==> src/rtl/ldc_pkg.sv <==
package ldc_pkg;
  typedef enum logic {
    WK_IDLE = 1'b0,
    WK_HOLD = 1'b1
  } ldc_wake_e;
endpackage

==> src/rtl/ldc_tick_div.sv <==
module ldc_tick_div #(
  parameter int STEP_DIV = 2
) (
  input  logic clk,
  input  logic rst,
  input  logic tick_in,
  output logic step
);
  generate
    if (STEP_DIV <= 1) begin : g_pass
      logic unused_pins;
      assign unused_pins = &{1'b0, clk, rst};
      assign step = tick_in;
    end else begin : g_div
      localparam int DW = $clog2(STEP_DIV);
      logic [DW-1:0] div_q;
      always_ff @(posedge clk) begin
        if (rst) begin
          div_q <= '0;
        end else if (tick_in) begin
          div_q <= (div_q == DW'(STEP_DIV - 1)) ? '0 : div_q + 1'b1;
        end
      end
      assign step = tick_in && (div_q == DW'(STEP_DIV - 1));
    end
  endgenerate
endmodule

==> src/rtl/ldc_line.sv <==
module ldc_line #(
  parameter int CNT_W   = 2,
  parameter int TAG_LAG = 1
) (
  input  logic clk,
  input  logic rst,
  input  logic step,
  input  logic hit,
  output logic drowsy,
  output logic tag_off
);
  localparam logic [CNT_W-1:0] SAT    = {CNT_W{1'b1}};
  localparam logic [CNT_W-1:0] PRE    = SAT - 1'b1;
  localparam logic [CNT_W-1:0] TAG_AT = (TAG_LAG != 0) ? SAT : PRE;

  logic [CNT_W-1:0] age_q;

  always_ff @(posedge clk) begin
    if (rst) begin
      age_q   <= '0;
      drowsy  <= 1'b0;
      tag_off <= 1'b0;
    end else if (hit) begin
      age_q   <= '0;
      drowsy  <= 1'b0;
      tag_off <= 1'b0;
    end else if (step) begin
      if (age_q != SAT) age_q <= age_q + 1'b1;
      if (age_q == PRE) drowsy <= 1'b1;
      if (age_q == TAG_AT) tag_off <= 1'b1;
    end
  end
endmodule

==> src/rtl/ldc_wake.sv <==
module ldc_wake
  import ldc_pkg::*;
#(
  parameter int N_LINES      = 8,
  parameter int IDX_W        = 3,
  parameter int WAKE_CYC     = 1,
  parameter int WAKE_TAG_CYC = 2
) (
  input  logic               clk,
  input  logic               rst,
  input  logic               req,
  input  logic [IDX_W-1:0]   idx,
  input  logic [N_LINES-1:0] drowsy_vec,
  input  logic [N_LINES-1:0] tag_vec,
  output logic               ready,
  output logic               done
);
  localparam int WMAX = (WAKE_TAG_CYC > WAKE_CYC) ? WAKE_TAG_CYC : WAKE_CYC;
  localparam int WW   = $clog2(WMAX + 1);

  ldc_wake_e      st_q;
  logic [WW-1:0]  wait_q;

  always_ff @(posedge clk) begin
    if (rst) begin
      st_q   <= WK_IDLE;
      wait_q <= '0;
      ready  <= 1'b1;
      done   <= 1'b0;
    end else begin
      done <= 1'b0;
      case (st_q)
        WK_IDLE: begin
          if (req) begin
            if (drowsy_vec[idx]) begin
              st_q   <= WK_HOLD;
              ready  <= 1'b0;
              wait_q <= tag_vec[idx] ? WW'(WAKE_TAG_CYC - 1) : WW'(WAKE_CYC - 1);
            end else begin
              done <= 1'b1;
            end
          end
        end
        default: begin
          if (wait_q == '0) begin
            st_q  <= WK_IDLE;
            ready <= 1'b1;
            done  <= 1'b1;
          end else begin
            wait_q <= wait_q - 1'b1;
          end
        end
      endcase
    end
  end
endmodule

==> src/rtl/line_decay_ctrl.sv <==
module line_decay_ctrl #(
  parameter int N_LINES      = 8,
  parameter int IDX_W        = $clog2(N_LINES),
  parameter int CNT_W        = 2,
  parameter int STEP_DIV     = 2,
  parameter int TAG_LAG      = 1,
  parameter int WAKE_CYC     = 1,
  parameter int WAKE_TAG_CYC = 2
) (
  input  logic               clk,
  input  logic               rst,
  input  logic               decay_tick,
  input  logic               acc_req,
  input  logic [IDX_W-1:0]   acc_idx,
  output logic               acc_ready,
  output logic               acc_done,
  output logic [N_LINES-1:0] line_drowsy,
  output logic [N_LINES-1:0] line_tag_off
);
  logic               age_step;
  logic               take;
  logic [N_LINES-1:0] hit_vec;

  assign take = acc_req && acc_ready;

  ldc_tick_div #(.STEP_DIV(STEP_DIV)) u_div (
    .clk(clk), .rst(rst), .tick_in(decay_tick), .step(age_step)
  );

  generate
    for (genvar i = 0; i < N_LINES; i++) begin : g_line
      assign hit_vec[i] = take && (acc_idx == IDX_W'(i));
      ldc_line #(.CNT_W(CNT_W), .TAG_LAG(TAG_LAG)) u_line (
        .clk(clk), .rst(rst), .step(age_step), .hit(hit_vec[i]),
        .drowsy(line_drowsy[i]), .tag_off(line_tag_off[i])
      );
    end
  endgenerate

  ldc_wake #(
    .N_LINES(N_LINES), .IDX_W(IDX_W),
    .WAKE_CYC(WAKE_CYC), .WAKE_TAG_CYC(WAKE_TAG_CYC)
  ) u_wake (
    .clk(clk), .rst(rst), .req(take), .idx(acc_idx),
    .drowsy_vec(line_drowsy), .tag_vec(line_tag_off),
    .ready(acc_ready), .done(acc_done)
  );
endmodule

==> config.mk <==
export PLATFORM = sky130hd
export DESIGN_NAME = line_decay_ctrl
export DESIGN_NICKNAME = d
export VERILOG_FILES = /design/src/rtl/ldc_pkg.sv /design/src/rtl/ldc_tick_div.sv /design/src/rtl/ldc_line.sv /design/src/rtl/ldc_wake.sv /design/src/rtl/line_decay_ctrl.sv
export SDC_FILE = /design/constraint.sdc
export NUM_CORES = 1
export LEC_CHECK = 0
export ABC_AREA = 1
export BUFFER_PORTS_ARGS = -buffer_cell sky130_fd_sc_hd__clkbuf_2
export CAP_MARGIN = 25
export CORE_ASPECT_RATIO = 1.75
export CORE_MARGIN = 2
export CORE_UTILIZATION = 50
export DETAILED_ROUTE_END_ITERATION = 7
export GPL_ROUTABILITY_DRIVEN = 1
export PLACE_DENSITY = 0.76
export SLEW_MARGIN = 20
export SYNTH_ARGS = -nofsm -noshare
export SYNTH_HDL_FRONTEND = slang
export SYNTH_SLANG_ARGS = --single-unit
export TNS_END_PERCENT = 30
==> constraint.sdc <==
create_clock -name clk -period 2.4 [get_ports clk]
set_input_delay 0.36 -clock clk [delete_from_list [all_inputs] [get_ports clk]]
set_output_delay 0.36 -clock clk [all_outputs]
set_load 0.01 [all_outputs]
# After elaboration in Yosys (flattened, before gate mapping)
# Index checks and enable logic that the tools add are counted.
[op_classes]
add_sub_neg = 10
eq_ne = 33
reduce_logical = 48
n_mux = 22
n_lt_le_gt_ge = 1
[op_table]
columns = ["cell", "n"]
rows = [
  ["2-bit AND reduction", 24],
  ["2-bit equality test (second input constant)", 16],
  ["2-bit inequality test (second input constant)", 10],
  ["2-bit by 1-bit adder with 2-bit output (second input constant)", 8],
  ["1-bit two-way mux", 16],
  ["2-bit OR reduction", 8],
  ["3-bit equality test (second input constant)", 4],
  ["1-bit logical AND", 10],
  ["2-bit two-way mux", 4],
  ["1-bit binary-select mux with 3-bit select", 2],
  ["3-bit by 2-bit equality test with 1-bit output (second input constant)", 2],
  ["3-bit AND reduction", 2],
  ["3-bit by 4-bit < comparator with 1-bit output (second input constant)", 1],
  ["2-bit nonzero test", 2],
  ["3-bit by 1-bit equality test with 1-bit output (second input constant)", 1],
  ["3-bit zero test", 1],
  ["2-bit zero test", 1],
  ["2-bit by 1-bit subtractor with 2-bit output (second input constant)", 1],
  ["1-bit adder (second input constant)", 1],
]
[totals]
inputBits = 7
out_inout_bits = 18
word_cells = 143
ff_bits = 38

# Logic depth before layout (Yosys ltp)
[logic_depth]
ltp_word = 6
mapped_depth = 12
depth_no_buf = 11

# By module
# A second synthesis with hierarchy kept.
[unflattened]
hier_cells = 318
area_unflattened_um2 = 2120.8
[modules_own_cells]
columns = ["mod", "seq_area_each_um2", "n_inst", "cells_each", "area_each_um2"]
rows = [
  ["ldc_line", 80.1, 8, 27, 196.4],
  ["ldc_wake", 100.1, 1, 76, 430.4],
  ["line_decay_ctrl", 0.0, 1, 19, 73.8],
  ["ldc_tick_div", 20.0, 1, 7, 45.0],
]

# Worst setup path before layout
# Ideal clock, no wire load.
[synth_path]
kind = "input to register"
start = "input acc_idx[0]"
end = "register u_wake.wait_q[0]"
stages = 12
t_arrival_ps = 1066
n_path_buf = 2
setup_ps = 111
required_time_ps = 2289
path_slack_ps = 1224
path_cell_list = "buf_6 > buf_12 > nand2_1 > nand2_1 > nand2_1 > nand3_1 > nand2_1 > nand2_1 > nand2_1 > nand2_1 > inv_1 > nor2_2"
[synth_via]
elab_chain_len = 6
word_cells_on_any_way = 10
cone_classes = "8 x mux; 2 x reduce/logical"
[synth_rtl]
columns = ["element", "line", "text"]
rows = [
  ["start: declaration", "line_decay_ctrl.sv:14", "input logic [IDX_W-1:0] acc_idx,"],
  ["1-bit binary-select mux with 3-bit select", "ldc_wake.sv:38", "wait_q <= tag_vec[idx] ? WW'(WAKE_TAG_CYC - 1) : WW'(WAKE_CYC - 1);"],
  ["1-bit two-way mux (implied by the code)", "ldc_wake.sv:38", ""],
  ["1-bit two-way mux", "ldc_wake.sv:38", ""],
  ["2-bit two-way mux", "ldc_wake.sv:35", "if (drowsy_vec[idx]) begin"],
  ["2-bit two-way mux", "ldc_wake.sv:34", "if (req) begin"],
  ["2-bit two-way mux", "ldc_wake.sv:32", "case (st_q)"],
  ["end signal: assignment", "ldc_wake.sv:38", ""],
  ["end signal: assignment", "ldc_wake.sv:50", "wait_q <= wait_q - 1'b1;"],
  ["end: declaration", "ldc_wake.sv:22", "logic [WW-1:0] wait_q;"],
]
# Parallel ways exist; a longest one is shown, timed or not. The select of a mux whose other input is x is not followed.
# A chain may end at the register's enable or synchronous reset.

# Worst setup path in the final report
[layout_path]
start = "register u_wake.ready"
end = "register g_line[2].u_line.tag_off"
[layout_via]
elab_chain_len = 3
[layout_rtl]
columns = ["element", "line", "text"]
rows = [
  ["start: declaration", "ldc_wake.sv:15", "output logic ready,"],
  ["start signal: assignment", "ldc_wake.sv:28", "ready <= 1'b1;"],
  ["start signal: assignment", "ldc_wake.sv:37", "ready <= 1'b0;"],
  ["start signal: assignment", "ldc_wake.sv:47", "ready <= 1'b1;"],
  ["1-bit logical AND", "line_decay_ctrl.sv:24", "assign take = acc_req && acc_ready;"],
  ["1-bit logical AND", "line_decay_ctrl.sv:32", "assign hit_vec[i] = take && (acc_idx == IDX_W'(i));"],
  ["2-bit OR reduction (no source line)", "-", ""],
  ["end signal: assignment", "ldc_line.sv:22", "tag_off <= 1'b0;"],
  ["end signal: assignment", "ldc_line.sv:26", "tag_off <= 1'b0;"],
  ["end signal: assignment", "ldc_line.sv:30", "if (age_q == TAG_AT) tag_off <= 1'b1;"],
  ["end: declaration", "ldc_line.sv:10", "output logic tag_off"],
]
# Every way passes these cells.

==> reports/results.tsv <==
metric	value	unit
drive_above_1_share	0.1414	
layout_common_cells	73 x nand2_1, 48 x inv_1, 38 x dfxtp_1, 29 x a21oi_1, 24 x clkbuf_2	
postCtsSetupRepairBufs	0	
leakagePower	1.102	nW
antenna_found_initial	0	
timing.final.crit_share	0.5648	
ioPinCount	25	
cts_resized	0	
grt_pass1_vias	1554	
multiInputGateArea	940.9	um2
clkLatencyLatePin	0.29	ns
peakVddDrop	0.0004608	V
avgSynthCellArea	7.253	um2
syn_nets	310	
grt-ovfl-total	0	
ys_types	24	
synth-seq-cells	38	
regArea	760.7	um2
cp.arrival	1.51	ns
ys_seq_area_frac	0.3667	
critPathKind	reg2reg	
hold_violations	0	
nets	320	
pwr_density_cell	593.0	mW/mm2
reg2reg_depth	3	
critPathLaunchType	flip-flop	
end_kind	flip-flop	
n_fill_cell	425	
maxSlewHeadroom	0.5816	
stdcell_area	0.002196	mm2
status	finished, final reports clean	
vias	1673	
mostFrequentLayoutCell	nand2_1	
max_slew.worst_pin.slew	0.6223	ns
clock_skew	0.006590	ns
hold_depth	2	
wirelength	3735	um
netlist_area	0.002074	mm2
cp_max_fo	4	
rsz0062_at_grt	false	
areaGrowthSynthToFinish	5.851	%
rows	31	
fp.dieH	89.21	um
grt_max_degree	25	
dieArea	0.004700	mm2
die_w	52.69	um
port_buffers	24	
htree_num_levels	2	
whs	0.2966	ns
first_iter_violations	21	
setup_viol	0	
period_needed	1.356	ns
tritoncts	built	
hold_buffers	0	
synth_warnings	0	
cp.required	2.56	ns
grt_usage	0.1814	
syn-instance-count	286	
viasPerCell	4.835	
diodes	0	
finalSetupTns	0	ns
drv_slew	0	
initial_core_util	0.5094	
cts_buffers	5	
hpwl	2899	um
cts.sinks	38	
dr.pass1.iters	4	
grt_pass1_wl	6410	um
clock.fmax	737.7	MHz
clock_path_buffers	2	
core	0.004073	mm2
place.gp.congestion	0.9073	
path_clk_slew	0.08	ns
maxCapViolations	0	
holdCritPathClass	in2reg	
place_area	0.002087	mm2
power	1.302	mW
drc_errors	0	
ant_nets	0	
cts.root.buffer_cell	clkbuf_8	
wl_per_cell	10.79	um
[worst paths after layout]
path / to / startpoint / slack [ns]
max: g_line[2].u_line.tag_off$_SDFFE_PP0P_ / u_wake.ready$_SDFFE_PP1P_ / 1.04
min: u_wake.wait_q[1]$_SDFFE_PP0P_ / rst / 0.30
max reg2reg: g_line[2].u_line.tag_off$_SDFFE_PP0P_ / u_wake.ready$_SDFFE_PP1P_ / 1.04
min reg2reg: g_line[0].u_line.drowsy$_SDFFE_PP0P_ / g_line[0].u_line.drowsy$_SDFFE_PP0P_ / 0.47
[layer usage]
| metal | vias to the layer above | global-route usage | part of all wire |
|---|---|---|---|
| met4 | 0 | 0.07925 | 0.020 |
| met5 | - | 0 | 0 |
| met1 | 752 | 0.1975 | 0.41 |
| li1 | 889 | - | - |
| met2 | 27 | 0.3250 | 0.53 |
| met3 | 5 | 0.04348 | 0.040 |
[cell type report]
cell class,instances,area share
Tap cell,49,0.02792
Sequential cell,38,0.3464
Multi-Input combinational cell,175,0.4285
Inverter,51,0.08946
Clock inverter,3,0.01823
Timing Repair Buffer,25,0.05812
Clock buffer,5,0.03134
[state kept, by name, summed over array words and instances, names as in the netlist]
register               flops
u_div.g_div.div_q          1
u_wake.st_q                1
g_line.u_line.tag_off      8
g_line.u_line.age_q       16
u_wake.done                1
u_wake.ready               1
g_line.u_line.drowsy       8
u_wake.wait_q              2
[stage by stage]
step	utilization	worst slack, ns	std cells
floorplan	-	1.224	286
global placement	0.5124	0.8968	338
detailed placement	0.5124	0.8872	338
CTS	0.5392	1.055	346
global route	0.5392	0.9498	346
finish	0.5392	1.044	346
[synth_stat cells, drive strengths merged]
master | number | area (um2)
or2 | 1 | 6.260
a21oi | 29 | 145.1
xor2 | 4 | 35.03
dfxtp | 38 | 760.7
o31ai | 6 | 45.04
o21ai | 19 | 98.84
nand3 | 9 | 50.05
clkinv | 1 | 3.750
nor2 | 14 | 55.06
buf | 21 | 172.7
inv | 50 | 192.7
clkbuf | 1 | 3.750
ha | 17 | 212.7
nand2 | 76 | 292.8
[report_power, final]
group          internal (mW)  total, mW  switching [mW]
combinational         0.0355      0.109          0.0737
sequential             0.647      0.659          0.0125
clock                  0.306      0.533           0.228
[worst max-delay path, cell delays in order, from the launching register on]
cell and delay (ns):
dfxtp_1 0.38, nand3_1 0.18, o31ai_1 0.56, a21oi_1 0.09
[cells by family (layout without fill, tap and decap cells)]
group / Yosys count / count (layout) / synth area share
flip-flops: 38 / 38 / 0.3667
buffers and inverters: 73 / 84 / 0.1797
XOR/XNOR: 4 / 4 / 0.01689
adder cells (fa/ha/maj): 17 / 17 / 0.1025
AND/OR/NAND/NOR: 100 / 100 / 0.1948
AO/OA/AOI/OAI: 54 / 54 / 0.1393
(Power assumes the default switching activity.)
